===== src/rtl/flag_alu_pkg.sv =====
// Package: shared encodings for the flag ALU.
// Assumes the 2-bit command class and the 4-bit function code described in the brief.
package flag_alu_pkg;

    typedef enum logic [1:0] {
        CMD_REG  = 2'b00,
        CMD_LDI  = 2'b01,
        CMD_ADDI = 2'b10,
        CMD_RSVD = 2'b11
    } cmd_e;

    typedef enum logic [3:0] {
        FN_MOV  = 4'h0,
        FN_OR   = 4'h1,
        FN_AND  = 4'h2,
        FN_XOR  = 4'h3,
        FN_ADD  = 4'h4,
        FN_SUB  = 4'h5,
        FN_SHR  = 4'h6,
        FN_RSUB = 4'h7,
        FN_SHL  = 4'hE
    } fn_e;

endpackage


===== src/rtl/flag_alu_core.sv =====
// Module: flag_alu_core
// Purely combinational datapath. From the command, the function code, the two
// operands and the immediate it forms a result, a flag and their write strobes.
// Assumes the caller gates both strobes with its enable. Undefined codes assert
// `illegal` and leave both strobes low.
module flag_alu_core #(
    parameter int DW = 8
) (
    input  logic [1:0]    cmd,
    input  logic [3:0]    func,
    input  logic [DW-1:0] opa,
    input  logic [DW-1:0] opb,
    input  logic [DW-1:0] imm,
    output logic [DW-1:0] res,
    output logic          res_we,
    output logic [DW-1:0] flg,
    output logic          flg_we,
    output logic          illegal
);
    import flag_alu_pkg::*;

    logic [DW:0] sum_w;
    logic        flag_bit;

    // Full-width sum, with the carry kept in the top bit.
    assign sum_w = {1'b0, opa} + {1'b0, opb};
    // Widen the single flag bit to a register value.
    assign flg   = {{(DW-1){1'b0}}, flag_bit};

    // Decode the command and compute the result and flag.
    always_comb begin
        res      = '0;
        res_we   = 1'b0;
        flag_bit = 1'b0;
        flg_we   = 1'b0;
        illegal  = 1'b0;
        case (cmd_e'(cmd))
            CMD_LDI: begin
                res    = imm;
                res_we = 1'b1;
            end
            CMD_ADDI: begin
                res    = opa + imm;
                res_we = 1'b1;
            end
            CMD_REG: begin
                res_we = 1'b1;
                case (fn_e'(func))
                    FN_MOV:  res = opb;
                    FN_OR:   res = opa | opb;
                    FN_AND:  res = opa & opb;
                    FN_XOR:  res = opa ^ opb;
                    FN_ADD: begin
                        res      = sum_w[DW-1:0];
                        flag_bit = sum_w[DW];
                        flg_we   = 1'b1;
                    end
                    FN_SUB: begin
                        res      = opa - opb;
                        flag_bit = (opa > opb);
                        flg_we   = 1'b1;
                    end
                    FN_RSUB: begin
                        res      = opb - opa;
                        flag_bit = (opb > opa);
                        flg_we   = 1'b1;
                    end
                    FN_SHR: begin
                        res      = opa >> 1;
                        flag_bit = opa[0];
                        flg_we   = 1'b1;
                    end
                    FN_SHL: begin
                        res      = opa << 1;
                        flag_bit = opa[DW-1];
                        flg_we   = 1'b1;
                    end
                    default: begin
                        res_we  = 1'b0;
                        illegal = 1'b1;
                    end
                endcase
            end
            default: illegal = 1'b1;
        endcase
    end

endmodule


===== src/rtl/flag_alu_regfile.sv =====
// Module: flag_alu_regfile
// NREG registers of DW bits, with four combinational read ports and two write
// ports: a result port at any address, and a flag port fixed to the top
// register. When both write ports hit the top register on one edge, the flag
// port wins. Reset is synchronous and active low.
module flag_alu_regfile #(
    parameter int DW   = 8,
    parameter int NREG = 16,
    localparam int AW  = $clog2(NREG)
) (
    input  logic          clk,
    input  logic          rst_n,
    input  logic          res_we,
    input  logic [AW-1:0] res_addr,
    input  logic [DW-1:0] res_data,
    input  logic          flg_we,
    input  logic [DW-1:0] flg_data,
    input  logic [AW-1:0] rd0_addr,
    output logic [DW-1:0] rd0_data,
    input  logic [AW-1:0] rd1_addr,
    output logic [DW-1:0] rd1_data,
    input  logic [AW-1:0] rd2_addr,
    output logic [DW-1:0] rd2_data,
    input  logic [AW-1:0] rd3_addr,
    output logic [DW-1:0] rd3_data
);
    localparam int FLAG_IDX = NREG - 1;

    logic [DW-1:0] regs_q [NREG];

    for (genvar g = 0; g < NREG; g++) begin : g_reg
        if (g == FLAG_IDX) begin : g_flag
            // Flag register: the flag write takes priority over the result write.
            always_ff @(posedge clk) begin
                if (!rst_n)                              regs_q[g] <= '0;
                else if (flg_we)                         regs_q[g] <= flg_data;
                else if (res_we && res_addr == AW'(g))   regs_q[g] <= res_data;
            end
        end else begin : g_plain
            // Plain register: written only by the result port.
            always_ff @(posedge clk) begin
                if (!rst_n)                              regs_q[g] <= '0;
                else if (res_we && res_addr == AW'(g))   regs_q[g] <= res_data;
            end
        end
    end

    // Asynchronous read ports.
    assign rd0_data = regs_q[rd0_addr];
    assign rd1_data = regs_q[rd1_addr];
    assign rd2_data = regs_q[rd2_addr];
    assign rd3_data = regs_q[rd3_addr];

endmodule


===== src/rtl/flag_alu.sv =====
// Module: flag_alu (top)
// Joins the register file and the combinational core. One command completes
// per enabled clock edge. Undefined commands are dropped and reported by a
// registered one-cycle pulse on err. Assumes synchronous active-low reset.
module flag_alu #(
    parameter int DW   = 8,
    parameter int NREG = 16,
    localparam int AW  = $clog2(NREG)
) (
    input  logic          clk,
    input  logic          rst_n,
    input  logic          en,
    input  logic [1:0]    cmd,
    input  logic [3:0]    func,
    input  logic [AW-1:0] sel_x,
    input  logic [AW-1:0] sel_y,
    input  logic [DW-1:0] imm,
    input  logic [AW-1:0] dbg_a_sel,
    output logic [DW-1:0] dbg_a_data,
    input  logic [AW-1:0] dbg_b_sel,
    output logic [DW-1:0] dbg_b_data,
    output logic          err
);
    logic [DW-1:0] vx, vy, core_res, core_flg;
    logic          core_res_we, core_flg_we, core_illegal;
    logic          err_q;

    flag_alu_core #(.DW(DW)) u_core (
        .cmd     (cmd),
        .func    (func),
        .opa     (vx),
        .opb     (vy),
        .imm     (imm),
        .res     (core_res),
        .res_we  (core_res_we),
        .flg     (core_flg),
        .flg_we  (core_flg_we),
        .illegal (core_illegal)
    );

    flag_alu_regfile #(.DW(DW), .NREG(NREG)) u_rf (
        .clk      (clk),
        .rst_n    (rst_n),
        .res_we   (en & core_res_we),
        .res_addr (sel_x),
        .res_data (core_res),
        .flg_we   (en & core_flg_we),
        .flg_data (core_flg),
        .rd0_addr (sel_x),
        .rd0_data (vx),
        .rd1_addr (sel_y),
        .rd1_data (vy),
        .rd2_addr (dbg_a_sel),
        .rd2_data (dbg_a_data),
        .rd3_addr (dbg_b_sel),
        .rd3_data (dbg_b_data)
    );

    // Error pulse: high for one cycle after an enabled undefined command.
    always_ff @(posedge clk) begin
        if (!rst_n) err_q <= 1'b0;
        else        err_q <= en & core_illegal;
    end

    assign err = err_q;

endmodule


===== config.mk =====
export PLATFORM = sky130hd
export DESIGN_NAME = flag_alu
export DESIGN_NICKNAME = d
export VERILOG_FILES = /design/src/rtl/flag_alu_pkg.sv /design/src/rtl/flag_alu_core.sv /design/src/rtl/flag_alu_regfile.sv /design/src/rtl/flag_alu.sv
export SDC_FILE = /design/constraint.sdc
export NUM_CORES = 1
export LEC_CHECK = 0
export BUFFER_PORTS_ARGS = -buffer_cell sky130_fd_sc_hd__clkbuf_2
export CAP_MARGIN = 20
export CORE_MARGIN = 2
export CORE_UTILIZATION = 49
export DETAILED_ROUTE_END_ITERATION = 7
export PLACE_DENSITY = 0.66
export SKIP_LAST_GASP = 1
export SLEW_MARGIN = 20
export SYNTH_ARGS = -nofsm -noshare
export SYNTH_HDL_FRONTEND = slang
export SYNTH_SLANG_ARGS = --single-unit

===== constraint.sdc =====
create_clock -name clk -period 6 [get_ports clk]
set_input_delay 0.6 -clock clk [delete_from_list [all_inputs] [get_ports clk]]
set_output_delay 0.6 -clock clk [all_outputs]
set_load 0.02 [all_outputs]

==> results.toml <==
[synthesis]
synth.avg_cell_area_um2 = 12.60
synthesis.nets = 943
synthCells = 862
synthFlopType = "edfxtp_1"
ys_seq_area_frac = 0.3558
ys_async_sr_fraction = 0
ys_warn_count = 0
netlist_area_um2 = 10860
synth_cell_types = 65
synth_edf_count = 128
yosys_register_bits = 129

[setup_path]
worst-path-stages = 14
cp-start-kind = "input pin"
cp.arrival_ps = 5070
r2r_cells = 12
critPathTopFamily = "compound AO/OA/AOI/OAI gates"
r2r_start = "u_rf.regs_q[15][3]"
crit_fanout = 26
crit_path_end_kind = "flip-flop"
cpMostUsedCell = "o21ai_0"
crit_buf_inv = 2
worstReg2RegEnd = "u_rf.regs_q[8][7]"
worstSetupPathType = "input pin to flip-flop"
path_cells = "clkbuf_2 -> buf_4 -> mux4_2 -> mux2_2 -> o21ai_0 -> ha_1 -> nor2b_1 -> o21ai_0 -> a211o_1 -> nand2_1 -> a211oi_1 -> nor2_1 -> o311ai_0 -> o21ai_0"
reg2reg_slack_ps = 1490
slowest_delay_ps = 730
crit_required_ps = 6140
crit_path_top_delay_cell = "o311ai_0"

[floorplan]
initial_core_util = 0.4991
die_area_um2 = 23370
die_y_um = 152.9
fp.dieW_um = 152.9
rows = 54
ios = 50
core_area_um2 = 21760

[sta]
tns_ps = 0
rsz0062_at_grt = "false"
holdWs_ps = 475.7
finalSetupViolCount = 0
max_slew_margin = 0.1889
clock_skew_ps = 5.850
hold_viol = 0
layout_min_cycle_time_ps = 4924
slew_viol_final = 0
worst_slew_pin_slew_ps = 1204
clock.fmax_ghz = 0.2031
finalCritPeriodShare = 0.8206

[outcome]
status = "finished, final reports clean"

[pwr]
power.leakage_nw = 4.237
p_int_mw = 2.007
ir_worst_vdd_mv = 0.1858
powerDensity_nw_per_um2 = 243.6
clkPwrFrac = 0.362
p_sw_frac = 0.3125
p_sw_mw = 0.9122
combPwrFrac = 0.275
p_seq_frac = 0.364

[global_route]
antenna_found_initial = 0
grt_pass1_vias = 8375
grt_max_degree = 40
grt_usage = 0.3128
grt_pass1_wl_mm = 53.85
overflow = 0

[finish]
fin_nets = 973
post-route-util = 0.5507
stdcell_count = 1185
antennaDiodeCount = 0
areaGrowthSynthToFinish_pct = 10.34
multi_input_comb_area_um2 = 6544
fill_cells = 1841
drive_gt1_frac = 0.3138
seqCellArea_um2 = 3864

[cts]
cts_buffers = 17
postCtsResizedCells = 0
hold_buffers = 0
cts-root-buf = "clkbuf_16"
clockBufferDepth = 2
clock_latency_ps = 430
clk_pin_slew_worst_paths_ps = 60
cts_tree = "done"
cts_max_level = 4
postCtsSetupBuffers = 0
clock-sinks = 129

[worst_hold_path]
hold_end = "err"
hp-class = "input pin to flip-flop"
holdPathStages = 3
hold_path.startpoint = "en"

[drt]
route.final.wire_length_mm = 35.87
drc_errors = 0
drt-initial-drc-count = 1293
antenna_violating_nets_post_route = 0
post_drt_wl_per_cell_um = 30.27
vias_per_cell = 7.295
drt_first_pass_iters = 7
via_count = 8645

[place]
hpwl_mm = 25.31
io_buffers = 49
place_congestion = 0.9377
placedCellCount = 1153

[flow_run]
maxCapViolCount = 0
-- cell type report --
type | instances | share of cell area
inverter | 36 | 0.01128
sequential | 129 | 0.3225
clock buffer | 19 | 0.03613
clock inverter | 13 | 0.01337
timing repair buffer | 79 | 0.04135
multi-input combinational | 629 | 0.5462
tap | 280 | 0.02924
-- synthesized netlist by cell type (all sizes together), types with 4 or more instances --
cell type	count	area (um2)
a21o	4	30.03
a21oi	27	161.4
a221o	5	50.05
a22oi	15	112.6
and2	4	25.02
and3	6	37.54
buf	37	215.2
clkbuf	31	116.4
edfxtp	128	3844
fa	4	80.08
ha	44	550.5
inv	36	135.1
mux2i	7	70.07
mux4	156	3525
nand2	34	127.6
nand2b	9	56.30
nand3	20	100.1
nor2	140	525.5
nor2b	10	62.56
nor3	24	170.2
o211ai	6	45.04
o21ai	39	195.2
o21bai	7	52.55
o22ai	7	43.79
o311ai	4	35.04
or3	4	25.02
xnor2	7	61.31
-- logic make-up after synthesis --
group                    share of synthesized area
XOR/XNOR                                  0.008066
multiplexers                                0.3341
buffers and inverters                      0.04298
flip-flops                                  0.3558
adder cells (fa/ha/maj)                    0.05807
AND/OR/NAND/NOR                             0.1136
AO/OA/AOI/OAI                              0.08734
-- state kept, by name, indices dropped and copies added, names as in the netlist --
signal,cells
err,1
u_rf.regs_q,128
-- worst min-delay path: cells and delay by family --
family | cells | cell delay [ps]
and+or+nand+nor | 1 | 50
buffers and inverters | 1 | 110
AOI/OAI and AO/OA | 1 | 100
-- routing by layer --
metal / up-vias / share of wire / track usage
li1: 3493 / - / -
met1: 4388 / 0.37 / 0.4339
met2: 654 / 0.46 / 0.4747
met3: 110 / 0.12 / 0.06833
met4: 0 / 0.050 / 0.1490
met5: - / 0 / 0
-- how the worst max path moves through the flow --
stage / startpoint / end / slack, ps
after detailed placement: sel_x[1] / u_rf.regs_q[3][7] / 760
after CTS: sel_x[1] / u_rf.regs_q[5][7] / 1210
final: sel_x[1] / u_rf.regs_q[15][0] / 1080
after floorplan: sel_x[0] / u_rf.regs_q[0][7] / 1060
after global routing: sel_x[1] / u_rf.regs_q[8][7] / 940
after global placement: sel_x[1] / u_rf.regs_q[13][4] / 850
-- power groups by stage --
stage               clock network, mW  registers [mW]  logic [mW]
detailed placement                  0            1.08       0.784
global placement                    0            1.07       0.780
global route                     1.09            1.07       0.850
finish                           1.06            1.06       0.802
CTS                              1.06            1.06       0.787
floorplan                           0            1.06       0.567
-- stage by stage --
stage | total power [mW] | area [um2] | setup slack, ps
2_1_floorplan | 1.630 | 10860 | 1062
3_3_place_gp | 1.854 | 11380 | 850.5
3_5_place_dp | 1.861 | 11390 | 761.8
4_1_cts | 2.903 | 11980 | 1213
5_1_grt | 3.007 | 11980 | 942.9
6_report | 2.919 | 11980 | 1076
-- cell usage in the layout, fill, tap and decap left out, types with 5 or more instances in the layout --
master / Yosys / final
mux4_2: 153 / 153
nor2_1: 140 / 140
edfxtp_1: 128 / 128
clkbuf_2: 0 / 49
ha_1: 44 / 44
o21ai_0: 39 / 38
inv_1: 36 / 36
nand2_1: 34 / 34
buf_4: 5 / 28
a21oi_1: 22 / 22
nand3_1: 20 / 20
clkbuf_16: 0 / 17
a22oi_1: 15 / 15
nor3_1: 14 / 14
nor2b_1: 10 / 10
nor3_2: 10 / 10
nand2b_1: 9 / 9
mux2i_1: 7 / 7
o22ai_1: 7 / 7
o21bai_1: 7 / 7
xnor2_1: 7 / 7
and3_1: 6 / 6
o211ai_1: 6 / 6
a221o_1: 5 / 5
Power figures use the tool's default switching activity.
